===== src/rtl/dma_resp_pkg.sv =====
package dma_resp_pkg;

  localparam int ERR_W        = 8;
  localparam int EARLY_BIT    = 8;
  localparam int WORD_W       = 32;
  localparam int OFS_BYTES    = 0;
  localparam int OFS_STATUS   = 4;
  localparam int LEVEL_W      = 16;

  typedef struct packed {
    logic             early;
    logic [ERR_W-1:0] err;
  } resp_stat_t;

  // status word layout: err in [7:0], early in [8]
  function automatic logic [WORD_W-1:0] stat_word(resp_stat_t s);
    logic [WORD_W-1:0] w;
    w = '0;
    w[ERR_W-1:0] = s.err;
    w[EARLY_BIT] = s.early;
    return w;
  endfunction

endpackage


===== src/rtl/resp_push_guard.sv =====
module resp_push_guard (
  input  logic clk,
  input  logic rst_n,
  input  logic in_valid,
  input  logic store_full,
  output logic in_ready,
  output logic accept,
  output logic overflow
);
  logic ovf_q;

  assign in_ready = ~store_full;
  assign accept   = in_valid & ~store_full;

  always_ff @(posedge clk) begin
    if (!rst_n)                       ovf_q <= 1'b0;
    else if (in_valid && store_full)  ovf_q <= 1'b1;
  end

  assign overflow = ovf_q;
endmodule


===== src/rtl/resp_store.sv =====
module resp_store #(
  parameter int DEPTH  = 16,
  parameter int DATA_W = 41,
  localparam int PTR_W = (DEPTH > 1) ? $clog2(DEPTH) : 1,
  localparam int CNT_W = $clog2(DEPTH + 1)
) (
  input  logic              clk,
  input  logic              rst_n,
  input  logic              wr_en,
  input  logic [DATA_W-1:0] wr_data,
  input  logic              pop,
  output logic [DATA_W-1:0] head,
  output logic [CNT_W-1:0]  count,
  output logic              empty,
  output logic              full
);
  localparam logic [PTR_W-1:0] LAST = PTR_W'(DEPTH - 1);
  localparam logic [CNT_W-1:0] CMAX = CNT_W'(DEPTH);

  logic [DATA_W-1:0] slot [DEPTH];
  logic [PTR_W-1:0]  wp, rp;
  logic [CNT_W-1:0]  cnt;
  logic              do_wr, do_rd;

  assign do_wr = wr_en & (cnt != CMAX);
  assign do_rd = pop & (cnt != '0);

  for (genvar i = 0; i < DEPTH; i++) begin : g_slot
    always_ff @(posedge clk) begin
      if (do_wr && wp == PTR_W'(i)) slot[i] <= wr_data;
    end
  end

  always_ff @(posedge clk) begin
    if (!rst_n) begin
      wp  <= '0;
      rp  <= '0;
      cnt <= '0;
    end else begin
      if (do_wr) wp <= (wp == LAST) ? '0 : wp + 1'b1;
      if (do_rd) rp <= (rp == LAST) ? '0 : rp + 1'b1;
      case ({do_wr, do_rd})
        2'b10:   cnt <= cnt + 1'b1;
        2'b01:   cnt <= cnt - 1'b1;
        default: cnt <= cnt;
      endcase
    end
  end

  assign head  = slot[rp];
  assign count = cnt;
  assign empty = (cnt == '0);
  assign full  = (cnt == CMAX);
endmodule


===== src/rtl/resp_window.sv =====
module resp_window
  import dma_resp_pkg::*;
#(
  parameter int BYTES_W = 32,
  parameter int ADDR_W  = 4
) (
  input  logic               clk,
  input  logic               rst_n,
  input  logic               rd_en,
  input  logic [ADDR_W-1:0]  rd_addr,
  input  logic               empty,
  input  logic [BYTES_W-1:0] head_bytes,
  input  resp_stat_t         head_stat,
  output logic               pop,
  output logic [WORD_W-1:0]  rd_data,
  output logic               rd_valid
);
  logic [WORD_W-1:0] bytes_word, sel_word;
  logic              hit_bytes, hit_stat;

  if (BYTES_W < WORD_W) begin : g_pad
    assign bytes_word = {{(WORD_W-BYTES_W){1'b0}}, head_bytes};
  end else begin : g_full
    assign bytes_word = head_bytes[WORD_W-1:0];
  end

  assign hit_bytes = (rd_addr == ADDR_W'(OFS_BYTES));
  assign hit_stat  = (rd_addr == ADDR_W'(OFS_STATUS));
  assign pop       = rd_en & hit_stat & ~empty;

  always_comb begin
    sel_word = '0;
    if (!empty) begin
      if (hit_bytes)     sel_word = bytes_word;
      else if (hit_stat) sel_word = stat_word(head_stat);
    end
  end

  always_ff @(posedge clk) begin
    if (!rst_n) begin
      rd_data  <= '0;
      rd_valid <= 1'b0;
    end else begin
      rd_valid <= rd_en;
      rd_data  <= rd_en ? sel_word : '0;
    end
  end
endmodule


===== src/rtl/dma_resp_queue.sv =====
module dma_resp_queue
  import dma_resp_pkg::*;
#(
  parameter int DEPTH   = 16,
  parameter int BYTES_W = 32,
  parameter int ADDR_W  = 4
) (
  input  logic               clk,
  input  logic               rst_n,
  input  logic               rsp_valid,
  output logic               rsp_ready,
  input  logic [BYTES_W-1:0] rsp_bytes,
  input  logic [ERR_W-1:0]   rsp_err,
  input  logic               rsp_early,
  input  logic               rd_en,
  input  logic [ADDR_W-1:0]  rd_addr,
  output logic [WORD_W-1:0]  rd_data,
  output logic               rd_valid,
  output logic [LEVEL_W-1:0] q_level,
  output logic               q_empty,
  output logic               q_full,
  output logic               q_overflow
);
  localparam int DATA_W = BYTES_W + ERR_W + 1;
  localparam int CNT_W  = $clog2(DEPTH + 1);

  logic              accept, pop, st_empty, st_full;
  logic [DATA_W-1:0] wr_word, head_word;
  logic [CNT_W-1:0]  cnt;
  resp_stat_t        in_stat, head_stat;

  assign in_stat.err   = rsp_err;
  assign in_stat.early = rsp_early;
  assign wr_word       = {in_stat, rsp_bytes};
  assign head_stat     = head_word[DATA_W-1:BYTES_W];

  resp_push_guard u_guard (
    .clk(clk), .rst_n(rst_n), .in_valid(rsp_valid), .store_full(st_full),
    .in_ready(rsp_ready), .accept(accept), .overflow(q_overflow)
  );

  resp_store #(.DEPTH(DEPTH), .DATA_W(DATA_W)) u_store (
    .clk(clk), .rst_n(rst_n), .wr_en(accept), .wr_data(wr_word), .pop(pop),
    .head(head_word), .count(cnt), .empty(st_empty), .full(st_full)
  );

  resp_window #(.BYTES_W(BYTES_W), .ADDR_W(ADDR_W)) u_win (
    .clk(clk), .rst_n(rst_n), .rd_en(rd_en), .rd_addr(rd_addr),
    .empty(st_empty), .head_bytes(head_word[BYTES_W-1:0]),
    .head_stat(head_stat), .pop(pop), .rd_data(rd_data), .rd_valid(rd_valid)
  );

  assign q_level = LEVEL_W'(cnt);
  assign q_empty = st_empty;
  assign q_full  = st_full;
endmodule


===== config.mk =====
export PLATFORM = sky130hd
export DESIGN_NAME = dma_resp_queue
export DESIGN_NICKNAME = d
export VERILOG_FILES = /design/src/rtl/dma_resp_pkg.sv /design/src/rtl/resp_push_guard.sv /design/src/rtl/resp_store.sv /design/src/rtl/resp_window.sv /design/src/rtl/dma_resp_queue.sv
export SDC_FILE = /design/constraint.sdc
export NUM_CORES = 1
export LEC_CHECK = 0
export ABC_AREA = 1
export ABC_CLOCK_PERIOD_IN_PS = 4110
export BUFFER_PORTS_ARGS = -buffer_cell sky130_fd_sc_hd__buf_2
export CORE_MARGIN = 2
export CORE_UTILIZATION = 35
export DETAILED_ROUTE_END_ITERATION = 10
export PLACE_DENSITY = 0.51
export SLEW_MARGIN = 20
export SYNTH_ARGS = -nofsm -noshare
export SYNTH_HDL_FRONTEND = slang
export SYNTH_SLANG_ARGS = --single-unit

===== constraint.sdc =====
create_clock -name clk -period 4.11 [get_ports clk]
set_input_delay 0.6165 -clock clk [delete_from_list [all_inputs] [get_ports clk]]
set_output_delay 0.6165 -clock clk [all_outputs]
set_load 0.05 [all_outputs]

==> Yosys cells after proc, flatten, opt, wreduce, memory -nomap -nowiden <==
Memory sizes are Yosys's and may differ from the RTL's. A register that Yosys moved wholly into a read port is not among the register bits.
Index checks and enable logic that the tools add are counted.
{ "word_totals": {"regBits": 47, "ram_bits": 656, "inputBits": 49, "out_inout_bits": 53, "wordCells": 163, "memories": 1} }
{ "mem_list": {"columns": ["name", "depth", "word_bits", "rd", "rd_clocked_by_memory_dff", "write_ports", "line_no", "source"], "rows": [
  ["u_store.slot", 16, 41, 1, 1, 1, "resp_store.sv:20", "logic [DATA_W-1:0] slot [DEPTH];"]
]} }
{ "classes": {"addsub": 4, "n_eq_ne": 21, "n_mux": 84, "bitwise": 9, "reduce_logical": 38} }
{ "ops": {"columns": ["operator", "n"], "rows": [
  ["2-to-1 mux 41 bit", 15],
  ["OR reduction 41 bit", 15],
  ["2-to-1 mux 4 bit", 19],
  ["2-to-1 mux 1 bit", 47],
  ["== test 4 bit (second input constant)", 9],
  ["2-to-1 mux 32 bit", 1],
  ["== test 4 x 3 -> 1 bit (second input constant)", 5],
  ["logical AND 1 bit", 17],
  ["case mux 5 bit (2 select lines)", 1],
  ["2-to-1 mux 9 bit", 1],
  ["adder 4 x 1 -> 4 bit (second input constant)", 2],
  ["== test 4 x 2 -> 1 bit (second input constant)", 2],
  ["logical NOT 4 bit", 2],
  ["adder 5 x 1 -> 5 bit (second input constant)", 1],
  ["bitwise AND 1 bit", 5],
  ["== test 5 bit (second input constant)", 1],
  ["logical NOT 5 bit", 1],
  ["!= test 5 bit (second input constant)", 1],
  ["nonzero test 5 bit", 1],
  ["subtractor 5 x 1 -> 5 bit (second input constant)", 1],
  ["== test 4 x 1 -> 1 bit (second input constant)", 1],
  ["inverter 1 bit", 4],
  ["OR reduction 3 bit", 1],
  ["== test 2 x 1 -> 1 bit (second input constant)", 1],
  ["2 further kinds", 2]
]} }

==> Logic depth before layout (Yosys ltp) <==
{ "logic_depth": {"word_depth": 23, "ltp_mapped": 18} }

==> By module <==
From an unflattened synthesis, not the netlist that was laid out.
{ "unflattened": {"cells_unflattened": 2334, "hier_area_um2": 29021.6} }
{ "by_module_without_submodules": {"columns": ["module", "n_inst", "cells_each", "area_each_um2", "seq_area_each_um2"], "rows": [
  ["resp_store", 1, 2210, 27695.3, 20039.2],
  ["resp_window", 1, 104, 1188.6, 660.6],
  ["dma_resp_queue", 1, 12, 86.3, 0.0],
  ["resp_push_guard", 1, 8, 51.3, 20.0]
]} }

==> Least setup slack after synthesis <==
OpenSTA, ideal clock, no wires.
{ "synth_path": {"path_type": "register to register", "from": "reg u_store.cnt[0] (netlist: u_store.count[0])", "to": "mem u_store.slot[11][0] (enable)", "setup_time_ps": 439, "arrival_ps": 3623, "slack_ps": 48, "stages_incl_launch_ff": 7, "n_path_buf": 0, "period_less_slack_ps": 4062, "cell_sequence": "dfxtp_1 -> inv_1 -> nand4_1 -> nand2_1 -> inv_1 -> nand2_1 -> nor2_1"} }
{ "synth_via": {"elab_chain_len": 23, "word_cells_on_any_way": 98} }
{ "synth_rtl": {"columns": ["element", "line_no", "source"], "rows": [
  ["from (decl)", "resp_store.sv:22", "logic [CNT_W-1:0] cnt;"],
  ["from (signal assigned)", "resp_store.sv:43", "2'b10: cnt <= cnt + 1'b1;"],
  ["from (signal assigned)", "resp_store.sv:44", "2'b01: cnt <= cnt - 1'b1;"],
  ["from (signal assigned)", "resp_store.sv:45", "default: cnt <= cnt;"],
  ["== test 5 bit (*)", "resp_store.sv:53", "assign full = (cnt == CMAX);"],
  ["inverter 1 bit (*)", null, null],
  ["net rsp_ready", "dma_resp_queue.sv:11", "output logic rsp_ready,"],
  ["bitwise AND 1 bit (*)", "resp_push_guard.sv:13", "assign accept = in_valid & ~store_full;"],
  ["bitwise AND 1 bit (*)", "resp_store.sv:25", "assign do_wr = wr_en & (cnt != CMAX);"],
  ["logical AND 1 bit", "resp_store.sv:30", "if (do_wr && wp == PTR_W'(i)) slot[i] <= wr_data;"],
  ["2-to-1 mux 1 bit", "resp_store.sv:30", null],
  ["2-to-1 mux 1 bit (not written as such)", "resp_store.sv:30", null],
  ["OR reduction 41 bit (no line)", null, null],
  ["2-to-1 mux 4 bit (no line) or 2-to-1 mux 1 bit (tied branches) (15 in series)", null, null],
  ["to (decl)", "resp_store.sv:20", null]
]} }
The timed path passes the listed nets; every way through them passes the cells marked *.

==> Final worst setup path <==
{ "layout_path": {"from": "reg u_store.cnt[3] (netlist: u_store.count[3])", "to": "mem u_store.slot[0][28] (enable)"} }
{ "layout_via": {"elab_chain_len": 23, "word_cells_on_any_way": 98} }
{ "layout_rtl": {"columns": ["element", "line_no"], "rows": [
  ["== test 5 bit", "resp_store.sv:53"],
  ["inverter 1 bit", "resp_push_guard.sv:13"],
  ["bitwise AND 1 bit", "resp_push_guard.sv:13"],
  ["bitwise AND 1 bit (*)", "resp_store.sv:25"],
  ["logical AND 1 bit", "resp_store.sv:30"],
  ["2-to-1 mux 1 bit", "resp_store.sv:30"],
  ["2-to-1 mux 1 bit (not written as such)", "resp_store.sv:30"],
  ["OR reduction 41 bit (no line)", null],
  ["2-to-1 mux 4 bit (no line) or 2-to-1 mux 1 bit (tied branches) (15 in series)", null]
]} }
Every way passes the cells marked *; elsewhere a longest branch is shown, timed or not.

==> impl_metrics.env <==
export IMPL_wire_per_inst_um=20.5
export IMPL_slowest_delay_ps=500
export IMPL_route_met3_wl_mm=4.45
export IMPL_synthTopCellsByArea="edfxtp_1 (70%), nor2_1 (6.4%), nand2_1 (5.0%), o21ai_0 (3.9%), nand3_1 (3.7%)"
export IMPL_final_hold_viol_count=0
export IMPL_root_buffer="clkbuf_16"
export IMPL_start_util=0.355
export IMPL_cts_max_level=3
export IMPL_path_cells="nor2_1 -> nand4_1 -> nand2_1 -> buf_4 -> inv_1 -> nand2_1 -> nor2_4 -> buf_4"
export IMPL_synth_cell_types=29
export IMPL_holdBufCountCts=0
export IMPL_fin_skew_ps=14.6
export IMPL_ys_seq_area_frac=0.736
export IMPL_route_antenna_remaining_nets=0
export IMPL_clk_pin_slew_worst_paths_ps=60
export IMPL_layout_drive_gt1_share=0.107
export IMPL_cts_tree="built"
export IMPL_area_delta_synth_final_pct=14.2
export IMPL_placementRows=103
export IMPL_cts_sinks=707
export IMPL_timing_rr_end="u_store.slot[0][28]"
export IMPL_cts_made_buffers=77
export IMPL_post_drt_via_cell_ratio=4.98
export IMPL_hp_start="rd_en"
export IMPL_startpoint_type="register"
export IMPL_grt_pass1_wl_mm=110
export IMPL_gp_congestion=0.773
export IMPL_final_common_cell="edfxtp_1"
export IMPL_design_area_um2=32100
export IMPL_rsz0062_at_grt="no"
export IMPL_synth_flop_cell="edfxtp_1"
export IMPL_io_pins=102
export IMPL_layout_common_cells="edfxtp_1 (656), nor2_1 (460), nand2_1 (374), o21ai_0 (220), nand3_1 (208)"
export IMPL_wl_met2_mm=33.3
export IMPL_crit_arrival_ps=2920
export IMPL_finalCriticalPeriod_ps=2660
export IMPL_port_buffer_count=90
export IMPL_drc_errors=0
export IMPL_cp_end_kind="register"
export IMPL_setup_tns_ps=0
export IMPL_min_to="u_win.rd_valid"
export IMPL_crit_fanout=26
export IMPL_cts_resized=0
export IMPL_synth_seq_cells=707
export IMPL_r2r_slack_ps=1450
export IMPL_grt_max_degree=186
export IMPL_path_buf_inv=3
export IMPL_cp_required_ps=4360
export IMPL_hp_class="in -> reg"
export IMPL_route_vias_total=17600
export IMPL_syn_instance_count=2346
export IMPL_antenna_found_initial=6
export IMPL_yosysTopAreaCellShare=0.700
export IMPL_finalCritPeriodShare=0.648
export IMPL_critical_path_class="reg -> reg"
export IMPL_fin_nets=2477
export IMPL_first_pass_iters=5
export IMPL_leakage_nw=11.3
export IMPL_power_density_nw_per_um2=470
export IMPL_die_area_um2=82700
export IMPL_drv_slew=0
export IMPL_clk_path_buf_depth=3
export IMPL_r2r_cells=8
export IMPL_syn_avg_cell_area_um2=12.0
export IMPL_syn_area_um2=28100
export IMPL_synth_edf_count=656
export IMPL_cp_top_family="simple AND/OR/NAND/NOR gates"
export IMPL_setup_violations_final=0
export IMPL_clock_latency_ps=610
export IMPL_wl_met1_mm=33.6
export IMPL_grt_use_total=0.176
export IMPL_dpl_hpwl_mm=39.4
export IMPL_fmax_mhz=375
export IMPL_timing_slew_headroom=0.341
export IMPL_dr_max_layer_used="met5"
export IMPL_first_iter_violations=1563
export IMPL_slowest_stage="nor2_4"
export IMPL_postPlaceCellArea_um2=29700
export IMPL_timing_rr_start="u_store.count[3]"
export IMPL_grt_overflow=0
export IMPL_die_w_um=288
export IMPL_core_area_um2=79300
export IMPL_cap_viol_max_count=0
export IMPL_first_global_vias=17000
export IMPL_synthArstFlopShare=0
export IMPL_vdd_drop_max_v=0.000289
export IMPL_whs_path_depth=3
export IMPL_yosys_warnings=0
export IMPL_routed_wl_mm=72.6
export IMPL_status="completed"
export IMPL_synth_top_area_cell="edfxtp_1"
export IMPL_cts_setup_buffers=0
export IMPL_tightest_slew_ps=988
export IMPL_die_h_um=288
[power breakdown]
group          internal [W]  switching (W)  leakage (nW)
clock               0.00384        0.00279          1.19
sequential          0.00794      0.0000258          6.34
combinational      0.000115       0.000400          3.77
[layout make-up]
class	count	area [um2]
Antenna cell	1	2.50
Clock buffer	109	2180
Clock inverter	34	243
Fill cell	7471	47100
Inverter	71	288
Multi-Input combinational cell	1430	6490
Sequential cell	707	20700
Tap cell	1050	1310
Timing Repair Buffer	133	873
[synthesized netlist by cell type (5+ instances only)]
cell type and n:
buf_1 17, buf_2 66, nand2_1 374, xor2_1 5, edfxtp_1 656, clkbuf_1 36, a21oi_1 10, dfxtp_1 51
nor2_1 476, buf_6 12, ha_1 8, a21boi_1 20, nand3_1 208, o21ai_1 27, o21ai_0 220, inv_1 67
o211ai_1 56, o22ai_1 7, buf_4 15
[registers in the layout, indices dropped and copies added (netlist names), named ones only]
name,flops
u_win.rd_valid,1
u_win.rd_data,32
u_store.wp,4
u_store.rp,4
u_store.count,5
u_store.slot,656
u_guard.overflow,1
[worst register-to-register path: stages (launching register included)]
cell and delay, ps:
dfxtp_1 410, nor2_1 100, nand4_1 120, nand2_1 70, buf_4 170, inv_1 150
nand2_1 280, nor2_4 510, buf_4 480
[logic make-up after synthesis]
logic type,after synthesis,synth area share
simple gates,1065,0.152
flops,707,0.736
compound gates,340,0.0676
buf+inv,219,0.0385
fa+ha+maj,8,0.00356
xor+xnor,6,0.00187
other cells,1,0.000133
[worst max-delay path by stage]
| stage | slack, ps | cells after the start | from | end |
|---|---|---|---|---|
| 2_1_floorplan | 50 | 6 | u_store.count[0] | u_store.slot[11][0] |
| 3_3_place_gp | 1370 | 7 | rsp_valid | u_store.slot[2][0] |
| 5_1_grt | 1220 | 8 | u_store.count[3] | u_store.slot[0][0] |
| 4_1_cts | 1390 | 8 | u_store.count[2] | u_store.slot[2][1] |
| 3_5_place_dp | 1320 | 7 | rsp_valid | u_store.slot[2][0] |
| 6_report | 1450 | 8 | u_store.count[3] | u_store.slot[0][28] |
[metal layers]
metal / up-vias / GRT usage
li1: 8348 / -
met1: 8663 / 0.253
met2: 497 / 0.275
met3: 104 / 0.0329
met4: 6 / 0.0426
met5: - / 0
[stage by stage]
step	total power (W)	cells	worst slack, ps	hold WS (ps)	utilization
after floorplan	0.00841	2356	47.6	475	-
after global placement	0.00863	3391	1370	468	0.375
after detailed placement	0.00864	3391	1320	467	0.375
after CTS	0.0153	3534	1390	212	0.405
after global routing	0.0156	3534	1220	256	0.405
final	0.0151	3535	1450	251	0.405
Power figures use the tool's default switching activity.
